==> config.mk <==
export PLATFORM = sky130hd
export DESIGN_NAME = capt_unit
export DESIGN_NICKNAME = d
export VERILOG_FILES = /design/src/rtl/capt_pkg.sv /design/src/rtl/capt_sync.sv /design/src/rtl/capt_channel.sv /design/src/rtl/capt_unit.sv
export SDC_FILE = /design/constraint.sdc
export NUM_CORES = 1
export LEC_CHECK = 0
export ABC_CLOCK_PERIOD_IN_PS = 4200
export CORE_UTILIZATION = 25
export DETAILED_ROUTE_END_ITERATION = 7
export SKIP_LAST_GASP = 1
export SYNTH_ARGS = -nofsm -noshare
export SYNTH_HDL_FRONTEND = slang
export SYNTH_HIERARCHICAL = 1
export SYNTH_SLANG_ARGS = --single-unit
==> constraint.sdc <==
create_clock -name clk -period 4.2 [get_ports clk]
set_input_delay 0.84 -clock clk [delete_from_list [all_inputs] [get_ports clk]]
set_output_delay 0.84 -clock clk [all_outputs]
set_load 0.005 [all_outputs]
==> src/rtl/capt_pkg.sv <==
package capt_pkg;
    localparam int unsigned CFG_W = 5;
    localparam int unsigned BIT_IRQ = 2;
    localparam int unsigned BIT_SOC = 3;
    localparam int unsigned BIT_CLR = 4;

    typedef enum logic [1:0] {
        EDGE_OFF  = 2'b00,
        EDGE_RISE = 2'b01,
        EDGE_FALL = 2'b10,
        EDGE_BOTH = 2'b11
    } edge_sel_e;
endpackage

==> src/rtl/capt_sync.sv <==
module capt_sync #(
    parameter int unsigned STAGES = 2
) (
    input  logic clk,
    input  logic rst_n,
    input  logic async_in,
    output logic sync_out
);
    logic [STAGES-1:0] chain_q;
    logic [STAGES-1:0] chain_d;

    generate
        if (STAGES == 1) begin : g_one
            assign chain_d = async_in;
        end else begin : g_many
            assign chain_d = {chain_q[STAGES-2:0], async_in};
        end
    endgenerate

    always_ff @(posedge clk or negedge rst_n) begin
        if (!rst_n) chain_q <= '0;
        else        chain_q <= chain_d;
    end

    assign sync_out = chain_q[STAGES-1];
endmodule

==> src/rtl/capt_channel.sv <==
module capt_channel
    import capt_pkg::*;
#(
    parameter int unsigned TW      = 16,
    parameter bit          HAS_SOC = 1'b0
) (
    input  logic             clk,
    input  logic             rst_n,
    input  logic             pin_sync,
    input  logic [TW-1:0]    timer_cnt,
    input  logic             wr_en,
    input  logic [CFG_W-1:0] wr_data,
    output logic [TW-1:0]    stamp,
    output logic             valid,
    output logic             ovr,
    output logic             irq,
    output logic             soc
);
    typedef struct packed {
        edge_sel_e     sel;
        logic          irq_en;
        logic          soc_en;
        logic          valid;
        logic          ovr;
        logic          soc;
        logic          prev;
        logic [TW-1:0] ts;
    } chan_t;

    chan_t st_q, st_d;
    logic  rise, fall, hit, clr;

    always_comb begin
        rise = pin_sync & ~st_q.prev;
        fall = ~pin_sync & st_q.prev;
        hit  = (st_q.sel[0] & rise) | (st_q.sel[1] & fall);
        clr  = wr_en & wr_data[BIT_CLR];

        st_d      = st_q;
        st_d.prev = pin_sync;
        st_d.soc  = 1'b0;

        if (wr_en) begin
            st_d.sel    = edge_sel_e'(wr_data[1:0]);
            st_d.irq_en = wr_data[BIT_IRQ];
            st_d.soc_en = HAS_SOC ? wr_data[BIT_SOC] : 1'b0;
        end
        if (clr) begin
            st_d.valid = 1'b0;
            st_d.ovr   = 1'b0;
        end
        if (hit) begin
            st_d.ts    = timer_cnt;
            st_d.valid = 1'b1;
            st_d.soc   = st_q.soc_en;
            if (st_q.valid && !clr) st_d.ovr = 1'b1;
        end
    end

    always_ff @(posedge clk or negedge rst_n) begin
        if (!rst_n) st_q <= '{sel: EDGE_OFF, default: '0};
        else        st_q <= st_d;
    end

    assign stamp = st_q.ts;
    assign valid = st_q.valid;
    assign ovr   = st_q.ovr;
    assign irq   = st_q.valid & st_q.irq_en;
    assign soc   = st_q.soc;

    // a channel with capture disabled never sets its flag
    a_r2_off_no_capture: assert property (@(posedge clk) disable iff (!rst_n)
        (st_q.sel == EDGE_OFF) |=> !$rose(st_q.valid));

    // a held flag with no new edge keeps its stamp
    a_r4_stamp_held: assert property (@(posedge clk) disable iff (!rst_n)
        (st_q.valid && !hit) |=> $stable(st_q.ts));

    // overrun only appears on a channel already holding a capture
    a_r5_ovr_after_valid: assert property (@(posedge clk) disable iff (!rst_n)
        $rose(st_q.ovr) |-> $past(st_q.valid));

    // conversion strobe is a single cycle wide
    a_r7_soc_single: assert property (@(posedge clk) disable iff (!rst_n)
        soc |=> !soc);

    // strobe and interrupt coincide
    a_r8_irq_with_soc: assert property (@(posedge clk) disable iff (!rst_n)
        (soc && st_q.irq_en) |-> irq);
endmodule

==> src/rtl/capt_unit.sv <==
module capt_unit
    import capt_pkg::*;
#(
    parameter int unsigned NCH     = 3,
    parameter int unsigned TW      = 16,
    parameter int unsigned SYNC_N  = 2,
    parameter int unsigned SOC_CH  = 2,
    localparam int unsigned AW     = (NCH > 1) ? $clog2(NCH + 1) : 1
) (
    input  logic              clk,
    input  logic              rst_n,
    input  logic [TW-1:0]     timer_cnt,
    input  logic [NCH-1:0]    cap_pin,
    input  logic              cfg_we,
    input  logic [AW-1:0]     cfg_addr,
    input  logic [CFG_W-1:0]  cfg_wdata,
    output logic [NCH*TW-1:0] cap_stamp,
    output logic [NCH-1:0]    cap_valid,
    output logic [NCH-1:0]    cap_ovr,
    output logic [NCH-1:0]    cap_irq,
    output logic              adc_soc
);
    logic [NCH-1:0] pin_s;
    logic [NCH-1:0] wr_sel;
    logic [NCH-1:0] soc_vec;

    generate
        for (genvar i = 0; i < NCH; i++) begin : g_ch
            assign wr_sel[i] = cfg_we && (cfg_addr == AW'(i));

            capt_sync #(.STAGES(SYNC_N)) u_sync (
                .clk      (clk),
                .rst_n    (rst_n),
                .async_in (cap_pin[i]),
                .sync_out (pin_s[i])
            );

            capt_channel #(.TW(TW), .HAS_SOC(i == SOC_CH)) u_chan (
                .clk       (clk),
                .rst_n     (rst_n),
                .pin_sync  (pin_s[i]),
                .timer_cnt (timer_cnt),
                .wr_en     (wr_sel[i]),
                .wr_data   (cfg_wdata),
                .stamp     (cap_stamp[i*TW +: TW]),
                .valid     (cap_valid[i]),
                .ovr       (cap_ovr[i]),
                .irq       (cap_irq[i]),
                .soc       (soc_vec[i])
            );
        end
    endgenerate

    assign adc_soc = |soc_vec;

    // at most one channel is written per cycle
    a_r9_one_write: assert property (@(posedge clk) disable iff (!rst_n)
        $onehot0(wr_sel));

    // only the designated channel can drive the strobe
    a_r7_soc_source: assert property (@(posedge clk) disable iff (!rst_n)
        adc_soc |-> soc_vec[SOC_CH]);
endmodule

==> results of run 1 <==
==> Yosys cell counts <==
| cell | count |
|---|---|
| nand2_2 | 1 |
| or2_2 | 3 |
| and2_2 | 1 |
| o21ai_4 | 3 |
| and2_1 | 6 |
| a22o_1 | 3 |
| or3_1 | 1 |
| nand3b_2 | 3 |
| mux2_2 | 35 |
| buf_12 | 3 |
| and3b_1 | 2 |
| mux2_4 | 23 |
| buf_4 | 50 |
| nor3b_1 | 1 |
| nand2_1 | 5 |
| dfrtp_1 | 74 |
| conb_1 | 2 |
==> how the worst min path moves through the flow <==
stage | from | to | slack (ps)
after floorplan | g_ch[0].u_sync/chain_q[0]$_DFF_PN0_ | g_ch[0].u_sync/chain_q[1]$_DFF_PN0_ | 330
after global placement | g_ch[2].u_sync/chain_q[0]$_DFF_PN0_ | g_ch[2].u_sync/chain_q[1]$_DFF_PN0_ | 340
after detailed placement | g_ch[0].u_sync/chain_q[0]$_DFF_PN0_ | g_ch[0].u_sync/chain_q[1]$_DFF_PN0_ | 340
after CTS | g_ch[2].u_sync/chain_q[0]$_DFF_PN0_ | g_ch[2].u_sync/chain_q[1]$_DFF_PN0_ | 350
after global routing | g_ch[1].u_sync/chain_q[0]$_DFF_PN0_ | g_ch[1].u_sync/chain_q[1]$_DFF_PN0_ | 350
final | g_ch[2].u_sync/chain_q[0]$_DFF_PN0_ | g_ch[2].u_sync/chain_q[1]$_DFF_PN0_ | 350
==> through the flow <==
stage                     area [sq um]  cells  total power [W]
after floorplan                   3260    216          0.00150
final                             4190    436          0.00246
after global routing              4190    436          0.00261
after detailed placement          3900    421          0.00173
after CTS                         4190    436          0.00251
after global placement            3900    421          0.00172
==> worst max-delay path, cell delays in order, from the launching register on <==
cell	delay, ps
dfrtp_1	350
or3_1	300
clkdlybuf4s50_1	450
==> sequential cells by signal (all words and copies together), names as in the netlist <==
name                 flops
g_ch.u_chan/valid        3
g_ch.u_chan/stamp       48
g_ch.u_chan/st_q        13
g_ch.u_chan/soc          1
g_ch.u_sync/chain_q      6
g_ch.u_chan/ovr          3
==> cells by family (layout without fill, tap and decap cells) <==
group                  after synthesis  count (layout)
DFF                                 74              74
and+or+nand+nor                     23              23
buffers and inverters               53             101
other                                2               2
AOI/OAI and AO/OA                    6               6
muxes                               58              58
==> final cells by class <==
| class | instances | area (sq um) | area share |
|---|---|---|---|
| timing repair buffer | 86 | 858 | 0.205 |
| tap | 172 | 215 | 0.0514 |
| clock buffer | 12 | 246 | 0.0589 |
| clock inverter | 3 | 40.0 | 0.00956 |
| sequential | 74 | 1850 | 0.442 |
| multi-input combinational | 89 | 976 | 0.233 |
==> where the power goes <==
part	switching, W	total, W	internal (W)
Sequential	0.000106	0.00101	0.000902
Combinational	0.000198	0.000704	0.000507
Clock	0.000274	0.000745	0.000471
==> layer usage <==
layer	part of all wire	track usage
met4	0.011	0.0410
met1	0.46	0.122
met2	0.45	0.142
met5	0	0
met3	0.086	0.0519
==> cells in the final DEF (no fill, tap or decap) <==
| master | instances |
|---|---|
| and2_1 | 6 |
| clkbuf_8 | 1 |
| nor3b_1 | 1 |
| or2_2 | 3 |
| o21ai_4 | 3 |
| mux2_2 | 35 |
| clkbuf_16 | 9 |
| mux2_4 | 23 |
| nand2_2 | 1 |
| or3_1 | 1 |
| clkbuf_1 | 2 |
| nand3b_2 | 3 |
| conb_1 | 2 |
| dfrtp_1 | 74 |
| and2_2 | 1 |
| bufinv_16 | 1 |
| buf_4 | 1 |
| clkinv_2 | 2 |
| a22o_1 | 3 |
| clkdlybuf4s50_1 | 85 |
| and3b_1 | 2 |
| nand2_1 | 5 |
==> run metrics, run 1 <==
simple-gate share of the synthesized area=0.0472; share of cells above drive strength 1=0.314; Slew headroom=0.381; Hold WS=347 ps; Slew @ Worst Pin=928 ps; initial antenna violation count=0; Synth Area in XOR/XNOR=0; first-pass GRT wire length=9650 microns; I/O pins=87; CP Class=flip-flop to primary output; reg2reg path depth=2; core area=12700 sq um; CP startpoint kind=flip-flop; post-synth top area cell=dfrtp_1; pin count of the biggest net entering global routing=75; min-delay worst type=flip-flop to flip-flop; Max Cap Viol=0; post-synth cell types=17; GPL Wtd Cong=0.615; final net count=289; CTS H-tree depth=3; Critical Path Fanout Max=1; CP Data Required Time=3360 ps; Starting Density=0.258; Synth Cell Area=3260 sq um; area share of the largest cell type after synthesis=0.567; total wire length=5990 microns; crit share post-route=0.542; row count=41; hold depth=0; input/output buffers=86; P&R area growth vs syn=28.3%; fin util=0.331; Final ANT Viol Nets=0; PD cells=587 nW/um^2; CTS Hold Buffers Added=0; post-synthesis register bit count=74; register area share after synthesis=0.567; clock-pin slew on the worst setup and hold paths=50 ps; Wirelength per Cell=13.7 microns; GRT Util Overall=0.0983; crit path to=adc_soc; Die Footprint=13500 sq um; clk root buf=clkbuf_16; Yosys warnings=6; DR vias/cell=3.90; initial drt markers=59; final hold vios=0; Synth Net Count=245; CTS tree=done; post_cts resized=0; fin crit period=2270 ps; Fillers=1285; DR pass1 iterations=4; LEAKAGE=1.74 nW; syn_area_per_cell=15.1 sq um; Worst VDD drop=0.000252 V; RSZ-0062 raised after global routing=no; Worst setup EP type=primary output; final setup fails=0; # diodes=0; Setup WS post-layout=1930 ps; pre-CTS WS=1670 ps; worst skew pair latency=330 ps; Final HPWL DP=3850 microns; Die X=116 microns; crit path DAT=1430 ps; status=complete, no violations; Compound-Gate Fraction of Synth Area=0.0230; adder and majority gate portion of the synthesized area=0; Syn Inst Count=216; CP Launch Point=g_ch[2].u_chan/soc$_DFF_PN0_; Overflow after GRT=0; Worst R2R Setup Slack=2530 ps; Reg2Reg Capture Point=g_ch[2].u_chan/stamp[2]$_DFFE_PN0P_; vias after detailed routing=1702; largest family of logic cells by synthesized area=multiplexers; Die Y=116 microns; mux share of post-synthesis cell area=0.227; # Post-CTS Setup Buffers=0; DRC=0; synth top area cells=dfrtp_1 (57%), mux2_2 (12%), buf_4 (12%), mux2_4 (11%), buf_12 (1.8%); clock sink count=74; Pins Over Slew Limit=0; Max Clk Rate=0.440 GHz; vias in the first global route=1808; TritonCTS Buffers=9; Worst R2R Start=g_ch[2].u_sync/chain_q[1]$_DFF_PN0_; clock skew=4.23 ps; total negative slack=0 ps; CTS Buffer Depth=2
Power figures use the tool's default switching activity.
==> inputs of run 2 (changes only) <==
--- a/config.mk
+++ b/config.mk
@@ -5,7 +5,7 @@
 export SDC_FILE = /design/constraint.sdc
 export NUM_CORES = 1
 export LEC_CHECK = 0
-export ABC_CLOCK_PERIOD_IN_PS = 4200
+export ABC_CLOCK_PERIOD_IN_PS = 2200
 export CORE_UTILIZATION = 25
 export DETAILED_ROUTE_END_ITERATION = 7
 export SKIP_LAST_GASP = 1
==> constraint.sdc (replaced) <==
create_clock -name clk -period 2.2 [get_ports clk]
set_input_delay 0.44 -clock clk [delete_from_list [all_inputs] [get_ports clk]]
set_output_delay 0.44 -clock clk [all_outputs]
set_load 0.005 [all_outputs]
==> run metrics, run 2 (synthesized netlist as in run 1, its figures left out) <==
DR pass1 iterations=3 (-1); TritonCTS Buffers=9 (unchanged); status=complete, no violations; CTS Buffer Depth=2 (unchanged); Max Cap Viol=0 (unchanged); share of cells above drive strength 1=0.323 (+0.00891); P_int=0.00356 W (+90%); vias in the first global route=1855 (+2.6%); DR vias/cell=3.95 (+1.3%); row count=41 (unchanged); Starting Density=0.258 (unchanged); initial antenna violation count=0 (unchanged); GPL Wtd Cong=0.650 (+5.6%); crit-path cells=or3_1 -> clkdlybuf4s50_1; Clk pwr share=0.301 (-0.002); CTS Hold Buffers Added=0 (unchanged); fin crit period=1870 ps; I/O pins=87 (unchanged); total negative slack=0 ps (unchanged); vias after detailed routing=1732 (+1.8%); Die Y=116 microns (unchanged); slowest cell delay on critical path=450 ps (about the same); Wirelength per Cell=14.0 microns (+2.2%); Crit path buffers/inverters=1 (unchanged); CP Data Required Time=1760 ps (-1600 ps); input/output buffers=86 (unchanged); initial drt markers=71 (+20%); Pins Over Slew Limit=0 (unchanged); crit path DAT=1430 ps (about the same); reg2reg path depth=2 (unchanged); pin count of the biggest net entering global routing=41 (-45%); clk root buf=clkbuf_16; total wire length=6150 microns (+2.7%); core area=12700 sq um (unchanged); final net count=291 (+0.69%); Stages on worst setup path=2 (unchanged); first-pass GRT wire length=9740 microns (+1.0%); Overflow after GRT=0 (unchanged); CTS tree=done; post_cts resized=0 (unchanged); sequential group share of total power=0.409 (about the same); Final ANT Viol Nets=0 (unchanged); Max Clk Rate=0.534 GHz; overall power=0.00470 W (+91%); clock-pin slew on the worst setup and hold paths=60 ps (about the same); # Post-CTS Setup Buffers=0 (unchanged); worst skew pair latency=330 ps (about the same); min-delay worst type=input port to asynchronous set/reset pin; RSZ-0062 raised after global routing=no; PD cells=1110 nW/um^2 (+90%); # diodes=0 (unchanged); Die X=116 microns (unchanged); final setup fails=0 (unchanged); combinational share of power=0.290 (+0.003); P&R area growth vs syn=29.1%; CTS H-tree depth=3 (unchanged); CP startpoint kind=flip-flop; Slew headroom=0.404 (+0.0227); flip-flop count of the largest register after layout=48 (unchanged); final hold vios=0 (unchanged); crit share post-route=0.851; LEAKAGE=1.75 nW (+0.61%); Critical Path Fanout Max=1 (unchanged); Worst setup EP type=primary output; cell type group with the largest total delay on the critical path=buffers and inverters; most frequent cells in the layout=clkdlybuf4s50_1 (85), dfrtp_1 (74), mux2_2 (35), mux2_4 (23), clkbuf_16 (9); Slew @ Worst Pin=891 ps (-37.4 ps); Final HPWL DP=4030 microns (+4.7%); Fillers=1269 (-1.2%); DRC=0 (unchanged); Slowest-stage cell, CP=clkdlybuf4s50_1; switching part of the total=0.242 (+0.00652); Die Footprint=13500 sq um (unchanged); Worst VDD drop=0.000468 V (+86%); NetSw=0.00114 W (+97%); commonest non-fill, non-tap cell in the layout=clkdlybuf4s50_1; CP Class=flip-flop to primary output; clock skew=5.20 ps (+0.967 ps); clock sink count=74 (unchanged); GRT Util Overall=0.101 (+0.00234)
==> run 2: worst register-to-register path: cells and delay by family, from the launching register on <==
kind	cells	cell delay (ps)
AO/OA/AOI/OAI	1	730
flip-flops	1	420
multiplexers	1	420
==> run 2: power by group through the flow <==
stage / combinational [W] / sequential (W) / clock (W)
3_5_place_dp: 0.00138 / 0.00194 / 0
2_1_floorplan: 0.000981 / 0.00188 / 0
3_3_place_gp: 0.00137 / 0.00193 / 0
6_report: 0.00136 / 0.00192 / 0.00141
5_1_grt: 0.00147 / 0.00197 / 0.00154
4_1_cts: 0.00139 / 0.00193 / 0.00148
==> run 2: routing by layer <==
| layer | global-route usage | vias to the layer above | wire length [microns] |
|---|---|---|---|
| met1 | 0.126 | 878 | 2830 |
| met4 | 0.0487 | 0 | 108 |
| met5 | 0 | - | 0 |
| met2 | 0.145 | 68 | 2700 |
| li1 | - | 775 | - |
| met3 | 0.0488 | 11 | 506 |
==> run 2: path summary, 6_finish.rpt <==
check	startpoint	to	slack, ps
max	g_ch[2].u_chan/soc$_DFF_PN0_	adc_soc	330
min reg2reg	g_ch[2].u_sync/chain_q[0]$_DFF_PN0_	g_ch[2].u_sync/chain_q[1]$_DFF_PN0_	350
min	rst_n	g_ch[0].u_chan/stamp[12]$_DFFE_PN0P_	90
max reg2reg	g_ch[2].u_sync/chain_q[1]$_DFF_PN0_	g_ch[2].u_chan/stamp[8]$_DFFE_PN0P_	510
min in group clk	g_ch[2].u_sync/chain_q[0]$_DFF_PN0_	g_ch[2].u_sync/chain_q[1]$_DFF_PN0_	350
max in group asynchronous	rst_n	g_ch[1].u_chan/stamp[6]$_DFFE_PN0P_	1530
==> run 2: layout make-up <==
type	instances	area (sq um)	area share
Sequential cell	74	1850	0.439
Multi-Input combinational cell	89	976	0.232
Timing Repair Buffer	88	886	0.210
Clock buffer	10	229	0.0543
Tap cell	172	215	0.0511
Clock inverter	5	56.3	0.0134
==> run 2: per-stage QoR <==
stage | instance area (sq um) | worst slack (ps) | util | cells | hold slack [ps]
after global placement | 3930 | 342 | 0.310 | 423 | 336
after floorplan | 3260 | 717 | - | 216 | 144
after detailed placement | 3930 | 314 | 0.310 | 423 | 336
after global routing | 4210 | 269 | 0.333 | 438 | 124
after CTS | 4210 | 295 | 0.333 | 438 | 98.5
final | 4210 | 327 | 0.333 | 438 | 88.4
==> inputs of run 3 (changes only) <==
==> constraint.sdc (replaced) <==
create_clock -name clk -period 2.2 [get_ports clk]
set_input_delay 0.33 -clock clk [delete_from_list [all_inputs] [get_ports clk]]
set_output_delay 0.33 -clock clk [all_outputs]
set_load 0.005 [all_outputs]
==> run metrics, run 3 (synthesized netlist as in run 1, its figures left out) <==
final setup fails=0 (unchanged); crit share post-route=0.800 (-0.0509); share of cells above drive strength 1=0.322 (-0.00121); core area=12700 sq um (unchanged); Final HPWL DP=4000 microns (-0.90%); P&R area growth vs syn=29.0% (about the same); commonest non-fill, non-tap cell in the layout=clkdlybuf4s50_1; Worst setup EP type=primary output; Fillers=1282 (+1.0%); row count=41 (unchanged); GPL Wtd Cong=0.650 (about the same); Max Cap Viol=0 (unchanged); DRC=0 (unchanged); GRT Util Overall=0.101 (-0.000156); clk root buf=clkbuf_16; clock sink count=74 (unchanged); vias in the first global route=1887 (+1.7%); total negative slack=0 ps (unchanged); vias after detailed routing=1728 (-0.23%); Slew @ Worst Pin=881 ps (-9.24 ps); initial drt markers=53 (-25%); Slew headroom=0.410 (+0.00618); input/output buffers=86 (unchanged); DR pass1 iterations=3 (unchanged); min-delay worst type=flip-flop to flip-flop; I/O pins=87 (unchanged); RSZ-0062 raised after global routing=no; final net count=292 (+0.34%); crit path DAT=1430 ps (about the same); hold depth=0; clock skew=5.57 ps (+0.369 ps); initial antenna violation count=0 (unchanged); most frequent cells in the layout=clkdlybuf4s50_1 (85), dfrtp_1 (74), mux2_2 (35), mux2_4 (23), clkbuf_16 (9); NetSw=0.00110 W (-3.3%); sequential group share of total power=0.417 (+0.008); Wirelength per Cell=13.6 microns (-3.1%); CP Data Required Time=1870 ps (+110 ps); Die Footprint=13500 sq um (unchanged); Die Y=116 microns (unchanged); CTS H-tree depth=3 (unchanged); total wire length=5970 microns (-2.9%); CTS tree=done; LEAKAGE=1.75 nW (+0.23%); # diodes=0 (unchanged); Pins Over Slew Limit=0 (unchanged); P_int=0.00351 W (-1.6%); flip-flop count of the largest register after layout=48 (unchanged); # Post-CTS Setup Buffers=0 (unchanged); CTS Hold Buffers Added=1 (+1); CP Class=flip-flop to primary output; worst skew pair latency=330 ps (about the same); fin crit period=1760 ps (-112 ps); first-pass GRT wire length=9870 microns (+1.3%); reg2reg path depth=2 (unchanged); Max Clk Rate=0.568 GHz (+6.4%); Starting Density=0.258 (unchanged); Overflow after GRT=0 (unchanged); post-route cell area=4210 sq um (about the same); TritonCTS Buffers=9 (unchanged); Final ANT Viol Nets=0 (unchanged); pin count of the biggest net entering global routing=45 (+9.8%); DR vias/cell=3.94 (-0.46%); Critical Path Fanout Max=1 (unchanged); Post-DP Area=3930 sq um (unchanged); Clk pwr share=0.288 (-0.013); post_cts resized=0 (unchanged); PD cells=1090 nW/um^2 (-1.9%); combinational share of power=0.295 (+0.005); final hold vios=0 (unchanged); Worst VDD drop=0.000469 V (+0.11%); Die X=116 microns (unchanged); clock-pin slew on the worst setup and hold paths=50 ps (about the same); CP startpoint kind=flip-flop; switching part of the total=0.238 (-0.00322); status=complete, no violations; CTS Buffer Depth=2 (unchanged)
## run 3: changes by cell type in the layout (fill, tap and decap cells not counted)
cell	delta
clkinvlp_4	-1
dlygate4sd3_1	+1
bufinv_16	-1
clkinv_2	+1
clkinv_4	-1
clkbuf_8	+2
## run 3: power by group through the flow
stage                     combinational [W]  sequential (W)  clock [W]
final                               0.00136         0.00192    0.00133
after global routing                0.00148         0.00197    0.00145
after CTS                           0.00139         0.00192    0.00139
after detailed placement            0.00138         0.00194          0
after global placement              0.00137         0.00193          0
after floorplan                    0.000981         0.00188          0
## run 3: worst max-delay path: stages, from the launching register on
cell and delay [ps]:
dfrtp_1 350, or3_1 300, clkdlybuf4s50_1 450
## run 3: worst paths after layout
path	from	endpoint	slack, ps
worst max-delay path	g_ch[2].u_chan/soc$_DFF_PN0_	adc_soc	440
min in group asynchronous	rst_n	g_ch[1].u_chan/stamp[12]$_DFFE_PN0P_	480
worst min register to register	g_ch[0].u_sync/chain_q[0]$_DFF_PN0_	g_ch[0].u_sync/chain_q[1]$_DFF_PN0_	350
max in group asynchronous	rst_n	g_ch[2].u_chan/stamp[15]$_DFFE_PN0P_	1160
worst min-delay path	g_ch[0].u_sync/chain_q[0]$_DFF_PN0_	g_ch[0].u_sync/chain_q[1]$_DFF_PN0_	350
worst max register to register	g_ch[2].u_sync/chain_q[1]$_DFF_PN0_	g_ch[2].u_chan/stamp[8]$_DFFE_PN0P_	510
## run 3: layout make-up
class / count / area (sq um) / area share
sequential: 74 / 1850 / 0.440
multi-input combinational: 89 / 976 / 0.232
timing repair buffer: 89 / 896 / 0.213
clock buffer: 12 / 256 / 0.0609
tap: 172 / 215 / 0.0511
clock inverter: 3 / 15.0 / 0.00357
## run 3: layer usage
layer / wire [microns] / vias to the layer above / track usage
met5: 0 / - / 0
met4: 99 / 0 / 0.0538
met3: 496 / 7 / 0.0472
met2: 2620 / 70 / 0.148
met1: 2760 / 874 / 0.121
li1: - / 777 / -
## run 3: through the flow
step / worst slack, ps / utilization / std cells / power (W) / hold slack (ps)
after floorplan: 827 / - / 216 / 0.00287 / 34.4
after global placement: 446 / 0.310 / 423 / 0.00330 / 298
after detailed placement: 422 / 0.310 / 423 / 0.00332 / 297
after CTS: 405 / 0.332 / 439 / 0.00470 / 351
after global routing: 379 / 0.332 / 439 / 0.00489 / 354
final: 439 / 0.332 / 439 / 0.00460 / 348
